--- config.mk ---
export PLATFORM = sky130hd
export DESIGN_NAME = modem_task_ctrl
export DESIGN_NICKNAME = d
export VERILOG_FILES = /design/src/rtl/mtc_pkg.sv /design/src/rtl/mtc_task_decode.sv /design/src/rtl/mtc_databuf.sv /design/src/rtl/modem_task_ctrl.sv
export SDC_FILE = /design/constraint.sdc
export NUM_CORES = 1
export LEC_CHECK = 0
export ABC_AREA = 1
export BUFFER_PORTS_ARGS = -buffer_cell sky130_fd_sc_hd__buf_2
export CELL_PAD_IN_SITES_DETAIL_PLACEMENT = 0
export CELL_PAD_IN_SITES_GLOBAL_PLACEMENT = 1
export CORE_ASPECT_RATIO = 0.7
export CORE_MARGIN = 2
export CORE_UTILIZATION = 40
export CTS_CLUSTER_DIAMETER = 50
export DETAILED_ROUTE_END_ITERATION = 8
export PLACE_DENSITY_LB_ADDON = 0.1
export REMOVE_ABC_BUFFERS = 1
export SETUP_SLACK_MARGIN = 0.2
export SKIP_CTS_REPAIR_TIMING = 1
export SYNTH_ARGS = -nofsm -noshare
export SYNTH_HDL_FRONTEND = slang
export SYNTH_HIERARCHICAL = 1
export SYNTH_SLANG_ARGS = --single-unit
--- constraint.sdc ---
create_clock -name clk -period 3.6 [get_ports clk]
set_input_delay 0.36 -clock clk [delete_from_list [all_inputs] [get_ports clk]]
set_output_delay 0.36 -clock clk [all_outputs]
set_load 0.02 [all_outputs]
--- src/rtl/mtc_pkg.sv ---
package mtc_pkg;

    typedef enum logic [1:0] {
        A_CMD  = 2'd0,
        A_DATA = 2'd1,
        A_STAT = 2'd2,
        A_MODE = 2'd3
    } reg_addr_e;

    typedef enum logic [2:0] {
        T_NULL  = 3'd0,
        T_RESET = 3'd1,
        T_TSO   = 3'd2,
        T_LFSB  = 3'd3,
        T_BYTE  = 3'd4,
        T_BLOCK = 3'd5
    } task_code_e;

    typedef enum logic [1:0] {
        S_IDLE,
        S_TX,
        S_RX,
        S_FIN
    } seq_e;

    localparam int unsigned LFSB_BYTES = 2;

endpackage

--- src/rtl/mtc_task_decode.sv ---
module mtc_task_decode
    import mtc_pkg::*;
#(
    parameter int unsigned BLOCK_LEN = 8,
    parameter int unsigned CNT_W     = 4
) (
    input  logic [2:0]       code,
    output logic             is_issue,
    output logic             is_reset,
    output logic             is_data,
    output logic [CNT_W-1:0] nbytes
);

    always_comb begin
        is_issue = 1'b0;
        is_reset = 1'b0;
        is_data  = 1'b0;
        nbytes   = '0;
        unique case (code)
            T_RESET: is_reset = 1'b1;
            T_TSO:   is_issue = 1'b1;
            T_LFSB: begin
                is_issue = 1'b1;
                nbytes   = CNT_W'(LFSB_BYTES);
            end
            T_BYTE: begin
                is_issue = 1'b1;
                is_data  = 1'b1;
                nbytes   = CNT_W'(1);
            end
            T_BLOCK: begin
                is_issue = 1'b1;
                is_data  = 1'b1;
                nbytes   = CNT_W'(BLOCK_LEN);
            end
            default: ;
        endcase
    end

endmodule

--- src/rtl/mtc_databuf.sv ---
module mtc_databuf #(
    parameter int unsigned DW    = 8,
    parameter int unsigned DEPTH = 8,
    localparam int unsigned AW   = $clog2(DEPTH)
) (
    input  logic                clk,
    input  logic                rst_n,
    input  logic                we,
    input  logic [AW-1:0]       waddr,
    input  logic [DW-1:0]       wdata,
    output logic [DEPTH*DW-1:0] flat
);

    for (genvar g = 0; g < DEPTH; g++) begin : g_cell
        logic [DW-1:0] cell_q;
        always_ff @(posedge clk or negedge rst_n) begin
            if (!rst_n) begin
                cell_q <= '0;
            end else if (we && waddr == AW'(g)) begin
                cell_q <= wdata;
            end
        end
        assign flat[g*DW +: DW] = cell_q;
    end

endmodule

--- src/rtl/modem_task_ctrl.sv ---
module modem_task_ctrl
    import mtc_pkg::*;
#(
    parameter int unsigned DW        = 8,
    parameter int unsigned DEPTH     = 8,
    parameter int unsigned BLOCK_LEN = 8
) (
    input  logic          clk,
    input  logic          rst_n,
    input  logic          host_wr,
    input  logic          host_rd,
    input  logic [1:0]    host_addr,
    input  logic [DW-1:0] host_wdata,
    output logic [DW-1:0] host_rdata,
    output logic          irq_n,
    output logic          tx_valid,
    input  logic          tx_ready,
    output logic [DW-1:0] tx_byte,
    input  logic          rx_enough,
    input  logic          rx_valid,
    input  logic [DW-1:0] rx_byte,
    output logic          rx_take,
    output logic          sync_load,
    output logic [2*DW-1:0] sync_word
);

    localparam int unsigned AW = $clog2(DEPTH);
    localparam int unsigned PW = AW + 1;

    typedef struct packed {
        seq_e            st;
        logic            bfree;
        logic            irq;
        logic            tx_mode;
        logic            irqen;
        logic [PW-1:0]   wr_ptr;
        logic [PW-1:0]   rd_ptr;
        logic [PW-1:0]   xcnt;
        logic [PW-1:0]   xlen;
        logic [DW-1:0]   rdata;
        logic [2*DW-1:0] sync_word;
        logic            sync_load;
    } ctl_t;

    ctl_t r_q, r_d;

    logic                buf_we;
    logic [AW-1:0]       buf_waddr;
    logic [DW-1:0]       buf_wdata;
    logic [DEPTH*DW-1:0] buf_flat;
    logic [DW-1:0]       mem [DEPTH];

    logic          dec_issue, dec_reset, dec_data;
    logic [PW-1:0] dec_nbytes;
    logic [DW-1:0] status_v;
    logic          last_beat;

    mtc_databuf #(.DW(DW), .DEPTH(DEPTH)) i_buf (
        .clk   (clk),
        .rst_n (rst_n),
        .we    (buf_we),
        .waddr (buf_waddr),
        .wdata (buf_wdata),
        .flat  (buf_flat)
    );

    for (genvar g = 0; g < DEPTH; g++) begin : g_unpack
        assign mem[g] = buf_flat[g*DW +: DW];
    end

    mtc_task_decode #(.BLOCK_LEN(BLOCK_LEN), .CNT_W(PW)) i_dec (
        .code     (host_wdata[2:0]),
        .is_issue (dec_issue),
        .is_reset (dec_reset),
        .is_data  (dec_data),
        .nbytes   (dec_nbytes)
    );

    always_comb begin
        status_v       = '0;
        status_v[0]    = r_q.bfree;
        status_v[1]    = r_q.irq;
        status_v[DW-1] = r_q.tx_mode;
    end

    assign last_beat = (r_q.xcnt == r_q.xlen - PW'(1));

    always_comb begin
        r_d           = r_q;
        r_d.sync_load = 1'b0;
        buf_we        = 1'b0;
        buf_waddr     = '0;
        buf_wdata     = '0;

        // host reads: value before this edge's updates
        if (host_rd) begin
            unique case (host_addr)
                A_STAT: begin
                    r_d.rdata = status_v;
                    r_d.irq   = 1'b0;
                end
                A_MODE: begin
                    r_d.rdata       = '0;
                    r_d.rdata[DW-1] = r_q.tx_mode;
                    r_d.rdata[0]    = r_q.irqen;
                end
                A_DATA: begin
                    if (r_q.bfree) begin
                        r_d.rdata = mem[r_q.rd_ptr[AW-1:0]];
                        if (r_q.rd_ptr < PW'(DEPTH)) begin
                            r_d.rd_ptr = r_q.rd_ptr + PW'(1);
                        end
                    end
                end
                default: r_d.rdata = '0;
            endcase
        end

        // task sequencing
        unique case (r_q.st)
            S_TX: begin
                if (tx_ready) begin
                    r_d.xcnt = r_q.xcnt + PW'(1);
                    if (last_beat) begin
                        r_d.st     = S_IDLE;
                        r_d.bfree  = 1'b1;
                        r_d.irq    = 1'b1;
                        r_d.wr_ptr = '0;
                        r_d.rd_ptr = '0;
                    end
                end
            end
            S_RX: begin
                if (rx_enough && rx_valid) begin
                    buf_we    = 1'b1;
                    buf_waddr = r_q.xcnt[AW-1:0];
                    buf_wdata = rx_byte;
                    r_d.xcnt  = r_q.xcnt + PW'(1);
                    if (last_beat) begin
                        r_d.st     = S_IDLE;
                        r_d.bfree  = 1'b1;
                        r_d.irq    = 1'b1;
                        r_d.wr_ptr = '0;
                        r_d.rd_ptr = '0;
                    end
                end
            end
            S_FIN: begin
                if (r_q.xlen != '0) begin
                    r_d.sync_word = {mem[0], mem[1]};
                    r_d.sync_load = 1'b1;
                end
                r_d.st     = S_IDLE;
                r_d.bfree  = 1'b1;
                r_d.irq    = 1'b1;
                r_d.wr_ptr = '0;
                r_d.rd_ptr = '0;
            end
            default: ;
        endcase

        // host writes
        if (host_wr) begin
            unique case (host_addr)
                A_DATA: begin
                    if (r_q.bfree && r_q.wr_ptr < PW'(DEPTH)) begin
                        buf_we     = 1'b1;
                        buf_waddr  = r_q.wr_ptr[AW-1:0];
                        buf_wdata  = host_wdata;
                        r_d.wr_ptr = r_q.wr_ptr + PW'(1);
                    end
                end
                A_MODE: begin
                    r_d.irqen = host_wdata[0];
                    if (r_q.bfree) begin
                        r_d.tx_mode = host_wdata[DW-1];
                    end
                end
                A_CMD: begin
                    if (dec_reset) begin
                        r_d.st        = S_IDLE;
                        r_d.bfree     = 1'b1;
                        r_d.irq       = 1'b0;
                        r_d.wr_ptr    = '0;
                        r_d.rd_ptr    = '0;
                        r_d.xcnt      = '0;
                        r_d.sync_load = 1'b0;
                    end else if (dec_issue && r_q.bfree) begin
                        r_d.bfree = 1'b0;
                        r_d.xcnt  = '0;
                        r_d.xlen  = dec_nbytes;
                        if (dec_data) begin
                            r_d.st = r_q.tx_mode ? S_TX : S_RX;
                        end else begin
                            r_d.st = S_FIN;
                        end
                    end
                end
                default: ;
            endcase
        end
    end

    always_ff @(posedge clk or negedge rst_n) begin
        if (!rst_n) begin
            r_q           <= '0;
            r_q.st        <= S_IDLE;
            r_q.bfree     <= 1'b1;
        end else begin
            r_q <= r_d;
        end
    end

    assign host_rdata = r_q.rdata;
    assign irq_n      = ~(r_q.irq & r_q.irqen);
    assign tx_valid   = (r_q.st == S_TX);
    assign tx_byte    = mem[r_q.xcnt[AW-1:0]];
    assign rx_take    = (r_q.st == S_RX) && rx_enough;
    assign sync_load  = r_q.sync_load;
    assign sync_word  = r_q.sync_word;

endmodule

==> results of run 1 <==
kinds of logic after synthesis:
group,count (synthesis)
DFF,111
buffers and inverters,137
other,1
AOI/OAI and AO/OA,181
muxes,9
xor gates and xnor gates,3
and+or+nand+nor,413
adders and majority gates,10
registers in the layout, summed over array words and instances (netlist names):
signal / count
host_rdata: 8
i_buf/g_cell.cell_q: 64
r_q: 22
sync_load: 1
sync_word: 16
cells in the mapped netlist (3+ instances only):
cell	number
sky130_fd_sc_hd__nand2_2	5
sky130_fd_sc_hd__inv_1	66
sky130_fd_sc_hd__nor2_2	3
sky130_fd_sc_hd__o21ai_0	85
sky130_fd_sc_hd__nand2_1	274
sky130_fd_sc_hd__nor2_4	3
sky130_fd_sc_hd__xor2_1	3
sky130_fd_sc_hd__o21ai_1	3
sky130_fd_sc_hd__a31oi_1	8
sky130_fd_sc_hd__a32o_1	4
sky130_fd_sc_hd__or2_2	3
sky130_fd_sc_hd__ha_1	10
sky130_fd_sc_hd__a21oi_1	49
sky130_fd_sc_hd__buf_2	17
sky130_fd_sc_hd__nor2_1	57
sky130_fd_sc_hd__nand3_1	59
sky130_fd_sc_hd__buf_4	26
sky130_fd_sc_hd__inv_2	3
sky130_fd_sc_hd__bufbuf_8	8
sky130_fd_sc_hd__clkbuf_1	10
sky130_fd_sc_hd__dfrtp_1	110
sky130_fd_sc_hd__o211ai_1	24
sky130_fd_sc_hd__nand4_1	4
sky130_fd_sc_hd__mux2_2	8
metrics by stage:
stage	hold slack, ns	utilization (%)
after floorplan	0.06441	-
after global placement	0.4561	41.90
after detailed placement	0.4590	41.90
after CTS	0.1500	43.68
after global routing	0.1953	43.68
final	0.1191	43.68
worst min-delay path by stage:
stage	cells after the start	slack, ns	endpoint
CTS	1	0.15	i_buf/g_cell[1].cell_q[7]$_DFFE_PN0P_
floorplan	0	0.06	host_rdata[0]$_DFFE_PN0P_
finish	1	0.12	sync_load$_DFF_PN0_
global placement	2	0.46	i_buf/g_cell[1].cell_q[5]$_DFFE_PN0P_
detailed placement	2	0.46	i_buf/g_cell[1].cell_q[3]$_DFFE_PN0P_
global route	1	0.20	sync_word[0]$_DFFE_PN0P_
power by group through the flow:
stage,registers (W),logic (W),clock network (W)
2_1_floorplan,0.00164,0.000932,0
3_3_place_gp,0.00161,0.00157,0
3_5_place_dp,0.00162,0.00157,0
4_1_cts,0.00159,0.00158,0.00103
5_1_grt,0.00162,0.00177,0.00107
6_report,0.00159,0.00159,0.000998
area by class of cell:
type                       count  area, sq um
multi-input combinational    617         2999
clock inverter                 7        63.81
clock buffer                   9        225.2
inverter                      72        275.3
timing repair buffer          80        452.9
tap                          225        281.5
sequential                   111         2779
fill                        1726         9124
routing by layer:
metal / up-vias / global-route usage (%) / part of all wire [%]
met5: - / 0 / 0
met2: 160 / 33.36 / 42
met3: 17 / 4.926 / 6.2
met4: 0 / 4.970 / 1.1
met1: 2760 / 36.63 / 51
li1: 2855 / - / -
==> results.toml, run 1 <==
[outcome]
status = "complete, no violations"

[floorplan]
chipWidth_um = 157.1
io_pins = 61
initial_utilization_pct = 40.51
core_region_area_sq_um = 16200
placementRows = 39
chipHeight_um = 111.2
die_area_sq_um = 17460

[synthesis]
synth-warning-count = 6
yosys_register_bits = 111
synth-xor-area-share_pct = 0.4004
synth.yosys.seq_area_share_pct = 42.35
synth_top_family_by_area = "simple AND/OR/NAND/NOR gates"
post_synth.cell_area_avg_sq_um = 7.587
netlist.top_cell.by_area = "sky130_fd_sc_hd__dfrtp_1"
post_synth_inst_count = 865
synthAdderAreaFrac_pct = 1.907
synth-async-reset-ratio_pct = 100.0
syn-cell-area_sq_um = 6563
synthSimpleGateAreaFrac_pct = 26.27
synth.distinct_cells = 41
synth_area_leaders = "sky130_fd_sc_hd__dfrtp_1, sky130_fd_sc_hd__nand2_1, sky130_fd_sc_hd__o21ai_0"
synth-compound-area-share_pct = 15.54
synth_flop_cell = "sky130_fd_sc_hd__dfrtp_1"
number_of_enable_flip_flop_cells_after_synthesis = 0
synth_mux_area_share_pct = 1.525
synth_top_area_share_pct = 41.94

[clock_tree]
cts_htree_levels = 3
cts_tree = "built"
clk_pin_slew_ns = 0.08
clk_path_buf_depth = 2
worstSkewPairLatency_ns = 0.36
cts.sink_count = 111
tritoncts.num_buffers = 9
cts_root_buf = "sky130_fd_sc_hd__clkbuf_16"

[route]
detail_route.wirelength_um = 19700
first_iter_violations = 675
drtAntennaViolNets = 0
wl_per_cell_um = 17.57
num_vias = 5792
drt-pass1-iter-count = 4
drc = 0
vias_per_cell = 5.167

[global_routing]
grt_first_pass_wirelength_um = 31370
grt_antenna_before_repair = 0
grt_max_degree = 67
track_usage_pct = 23.54
number_of_global_route_vias_before_repair = 5529
globalRouteOverflowTotal = 0

[power_and_ir_drop]
power.static_leakage_nw = 3.599
power_report.internal_total_w = 0.002386
switchingPower_w = 0.001800
pwr_density_cell_nw_per_um2 = 591.6
power.share.clock_pct = 23.8
power.total_w = 0.004187
swShare_pct = 43.00
power_frac_seq_pct = 38.1
power_frac_comb_pct = 38.1
vdd_drop_max_v = 0.0002701

[critical_path]
critical-path-max-stage-delay_ns = 0.83
worst_setup_path_startpoint = "r_q[29]$_DFF_PN0_"
r2r.worst_path.cells = 13
critical_path.slowest_cell = "sky130_fd_sc_hd__dfrtp_1"
crit_path_leading_delay_family = "flip-flops"
crit_required_ns = 3.24
critical_path_class = "flop to output pin"
critical_path.reg2reg.startpoint = "r_q[44]$_DFF_PN1_"
worstPathMaxFanout = 28
cp-end-kind = "output pin"
startpoint_type = "flop"
timing.critical_path.cells = "inv_4 > nor2_1 > o21ai_0 > a21oi_1 > a31oi_1 > buf_2"
timing.rr.end = "i_buf/g_cell[7].cell_q[4]$_DFFE_PN0P_"
cp.buffers_inverters = 2
timing.critical_path.arrival_ns = 2.45
rrSetupSlack_ns = 0.88
critical_path_depth = 6
critPathCapture = "tx_byte[1]"

[placement]
placed_cells = 1105
port-buffer-count = 60
globalplace.congestion = 0.8619
detailed_place_hpwl_um = 14200
post-place-ws_ns = 0.8929
placedInstanceArea_sq_um = 6788

[sta]
timing.fmax_ghz = 0.3560
setup_tns_ns = 0
final_critical_path_setup_slack_ns = 0.7911
setup-violations-final = 0
maxSlewViolCount = 0
min_period_over_period_pct = 78.02
period_needed_ns = 2.809
final_hold_fails = 0
slew_at_the_pin_closest_to_its_max_slew_limit_ns = 1.020
maxSlewHeadroom_pct = 31.54
clock-skew-final_ns = 0.008420
rsz_0062_raised_after_global_routing = "no"

[final_layout]
layout_net_count = 926
drive_gt1_share_pct = 14.40
layout.cells.most_common = "sky130_fd_sc_hd__nand2_1"
instances_no_fill = 1121
final_design_area_no_fill_sq_um = 7077
diodes_inserted = 0
mostFrequentLayoutCells = "sky130_fd_sc_hd__nand2_1, sky130_fd_sc_hd__dfrtp_1, sky130_fd_sc_hd__o21ai_0"
area_growth_pct = 7.836

[min_path]
timing.hold.worst.class = "primary input to async pin"

[job]
cap_violations = 0
Power figures use the tool's default switching activity.
==> run 2, diff against run 1 <==
- ABC_AREA: 1 -> 0
- clock period: 3.6 -> 2.83 ns (I/O delays scaled with it)
==> results.toml, run 2 <==
[outcome]
status = "complete, no violations"

[synthesis]
yosys_register_bits = 111
synth.yosys.seq_area_share_pct = 45.33
synth_area_leaders = "sky130_fd_sc_hd__dfrtp_1, sky130_fd_sc_hd__mux2_2, sky130_fd_sc_hd__mux4_2"
synth.distinct_cells = 49
yosys-top-cells-count = "sky130_fd_sc_hd__dfrtp_1, sky130_fd_sc_hd__mux2_2, sky130_fd_sc_hd__nand2_1"
synth-async-reset-ratio_pct = 100.0
yosys.cell_count.top_type = "sky130_fd_sc_hd__dfrtp_1"
synth_top_area_share_pct = 44.90
post_synth_inst_count = 493
synth-warning-count = 6
post_synth.cell_area_avg_sq_um = 12.44
netlist.top_cell.by_area = "sky130_fd_sc_hd__dfrtp_1"
synth_flop_cell = "sky130_fd_sc_hd__dfrtp_1"
number_of_enable_flip_flop_cells_after_synthesis = 0
syn-cell-area_sq_um = 6131

[route]
detail_route.wirelength_um = 16390
num_vias = 4116
vias_per_cell = 5.473
wl_per_cell_um = 21.79
drt-pass1-iter-count = 4
drc = 0
drtAntennaViolNets = 0
first_iter_violations = 218

[global_routing]
track_usage_pct = 20.82
grt_antenna_before_repair = 0
grt_max_degree = 68
globalRouteOverflowTotal = 0
grt_first_pass_wirelength_um = 25580
number_of_global_route_vias_before_repair = 4204

[clock_tree]
cts_htree_levels = 3
cts_root_buf = "sky130_fd_sc_hd__clkbuf_16"
cts_tree = "built"
tritoncts.num_buffers = 9
clk_path_buf_depth = 2
cts.sink_count = 111
worstSkewPairLatency_ns = 0.34
clk_pin_slew_ns = 0.07

[placement]
globalplace.congestion = 0.8180
placed_cells = 733
placedInstanceArea_sq_um = 6676
detailed_place_hpwl_um = 11800
port-buffer-count = 60

[critical_path]
critical_path_depth = 7
timing.rr.end = "r_q[40]$_DFF_PN0_"
r2r.worst_path.cells = 7
critical_path_class = "flop to flop"
crit_required_ns = 3.04
timing.critical_path.cells = "inv_1 > ha_1 > xor3_1 > nor3_2 > nand3_2 > a221oi_4 > o32ai_1"
critical_path.reg2reg.startpoint = "r_q[25]$_DFFE_PN0P_"
critical-path-max-stage-delay_ns = 0.60
critical_path.slowest_cell = "sky130_fd_sc_hd__a221oi_4"
critPathCapture = "r_q[40]$_DFF_PN0_"
startpoint_type = "flop"
cp.buffers_inverters = 1
worstPathMaxFanout = 10
timing.critical_path.arrival_ns = 2.68
crit_path_leading_delay_family = "compound AO/OA/AOI/OAI gates"
cp-end-kind = "flop"
worst_setup_path_startpoint = "r_q[25]$_DFFE_PN0P_"
rrSetupSlack_ns = 0.36

[final_layout]
drive_gt1_share_pct = 45.24
mostFrequentLayoutCells = "sky130_fd_sc_hd__dfrtp_1, sky130_fd_sc_hd__mux2_2, sky130_fd_sc_hd__buf_2"
largest_register_ffs = 64
area_used_by_sequential_logic_in_the_layout_sq_um = 2779
multi_input_comb_area_sq_um = 3042
layout.filler_cells = 1339
final_design_area_no_fill_sq_um = 7010
layout_net_count = 589
diodes_inserted = 0
area_growth_pct = 14.35
instances_no_fill = 752
layout.cells.most_common = "sky130_fd_sc_hd__dfrtp_1"
max_flop_register = "i_buf/g_cell.cell_q"

[floorplan]
chipHeight_um = 107.6
io_pins = 61
die_area_sq_um = 16350
core_region_area_sq_um = 14860
placementRows = 37
initial_utilization_pct = 41.26
chipWidth_um = 152.0

[sta]
setup_tns_ns = 0
slew_at_the_pin_closest_to_its_max_slew_limit_ns = 1.064
setup-violations-final = 0
final_hold_fails = 0
maxSlewHeadroom_pct = 28.30
period_needed_ns = 2.472
min_period_over_period_pct = 87.34
maxSlewViolCount = 0
timing.fmax_ghz = 0.4046
rsz_0062_raised_after_global_routing = "no"
clock-skew-final_ns = 0.006542

[power_and_ir_drop]
power.static_leakage_nw = 3.258
power.total_w = 0.004820
vdd_drop_max_v = 0.0003393
pwr_density_cell_nw_per_um2 = 687.5

[min_path]
timing.hold.worst.class = "primary input to flop"

[job]
cap_violations = 0
run 2: worst reg2reg max path, cell delays in order (launching register included):
cell,delay (ns)
sky130_fd_sc_hd__dfrtp_1,0.41
sky130_fd_sc_hd__inv_1,0.11
sky130_fd_sc_hd__ha_1,0.15
sky130_fd_sc_hd__xor3_1,0.40
sky130_fd_sc_hd__nor3_2,0.33
sky130_fd_sc_hd__nand3_2,0.16
sky130_fd_sc_hd__a221oi_4,0.60
sky130_fd_sc_hd__o32ai_1,0.17
run 2: area by class of cell:
type | count | area share [%]
clock buffer | 11 | 3.320
inverter | 10 | 0.5354
multi-input combinational | 321 | 43.39
tap | 195 | 3.480
sequential | 111 | 39.64
clock inverter | 3 | 0.6604
timing repair buffer | 101 | 8.977
run 2: cells by family after synthesis:
family                   after synthesis  synth area share (%)
XOR/XNOR                               8                 1.388
AND/OR/NAND/NOR                      112                 9.551
buffers and inverters                 61                 5.633
AO/OA/AOI/OAI                         55                 5.511
multiplexers                         135                 30.49
flip-flops                           111                 45.33
other                                  1               0.06117
adder cells (fa/ha/maj)               10                 2.041
run 2: how the worst min path moves through the flow:
| stage | endpoint | start | slack (ns) | cells after the start |
|---|---|---|---|---|
| after floorplan | host_rdata[0]$_DFFE_PN0P_ | rst_n | -0.01 | 0 |
| after global placement | sync_word[13]$_DFFE_PN0P_ | rst_n | 0.35 | 1 |
| after detailed placement | host_rdata[5]$_DFFE_PN0P_ | rst_n | 0.36 | 1 |
| after CTS | host_rdata[5]$_DFFE_PN0P_ | rst_n | -0.01 | 1 |
| after global routing | r_q[42]$_DFFE_PN0P_ | host_wdata[7] | 0.21 | 2 |
| final | r_q[42]$_DFFE_PN0P_ | host_wdata[7] | 0.20 | 2 |
run 2: where the power goes:
part / internal [W] / switching (W)
Combinational: 0.000739 / 0.000880
Sequential: 0.00175 / 0.000210
Clock: 0.000680 / 0.000563
run 2: per-stage QoR:
stage	worst slack (ns)	hold WS (ns)	utilization (%)
2_1_floorplan	-1.196	-0.01259	-
3_3_place_gp	0.2858	0.3522	44.93
3_5_place_dp	0.2516	0.3636	44.93
4_1_cts	0.2306	-0.01266	46.80
5_1_grt	0.2047	0.2073	47.18
6_report	0.3584	0.2042	47.18
run 2: routing by layer:
metal	track usage [%]	share of wire (%)	vias up
li1	-	-	1895
met1	33.25	49	2105
met2	29.92	42	103
met3	3.543	7.4	13
met4	3.271	0.82	0
met5	0	0	-
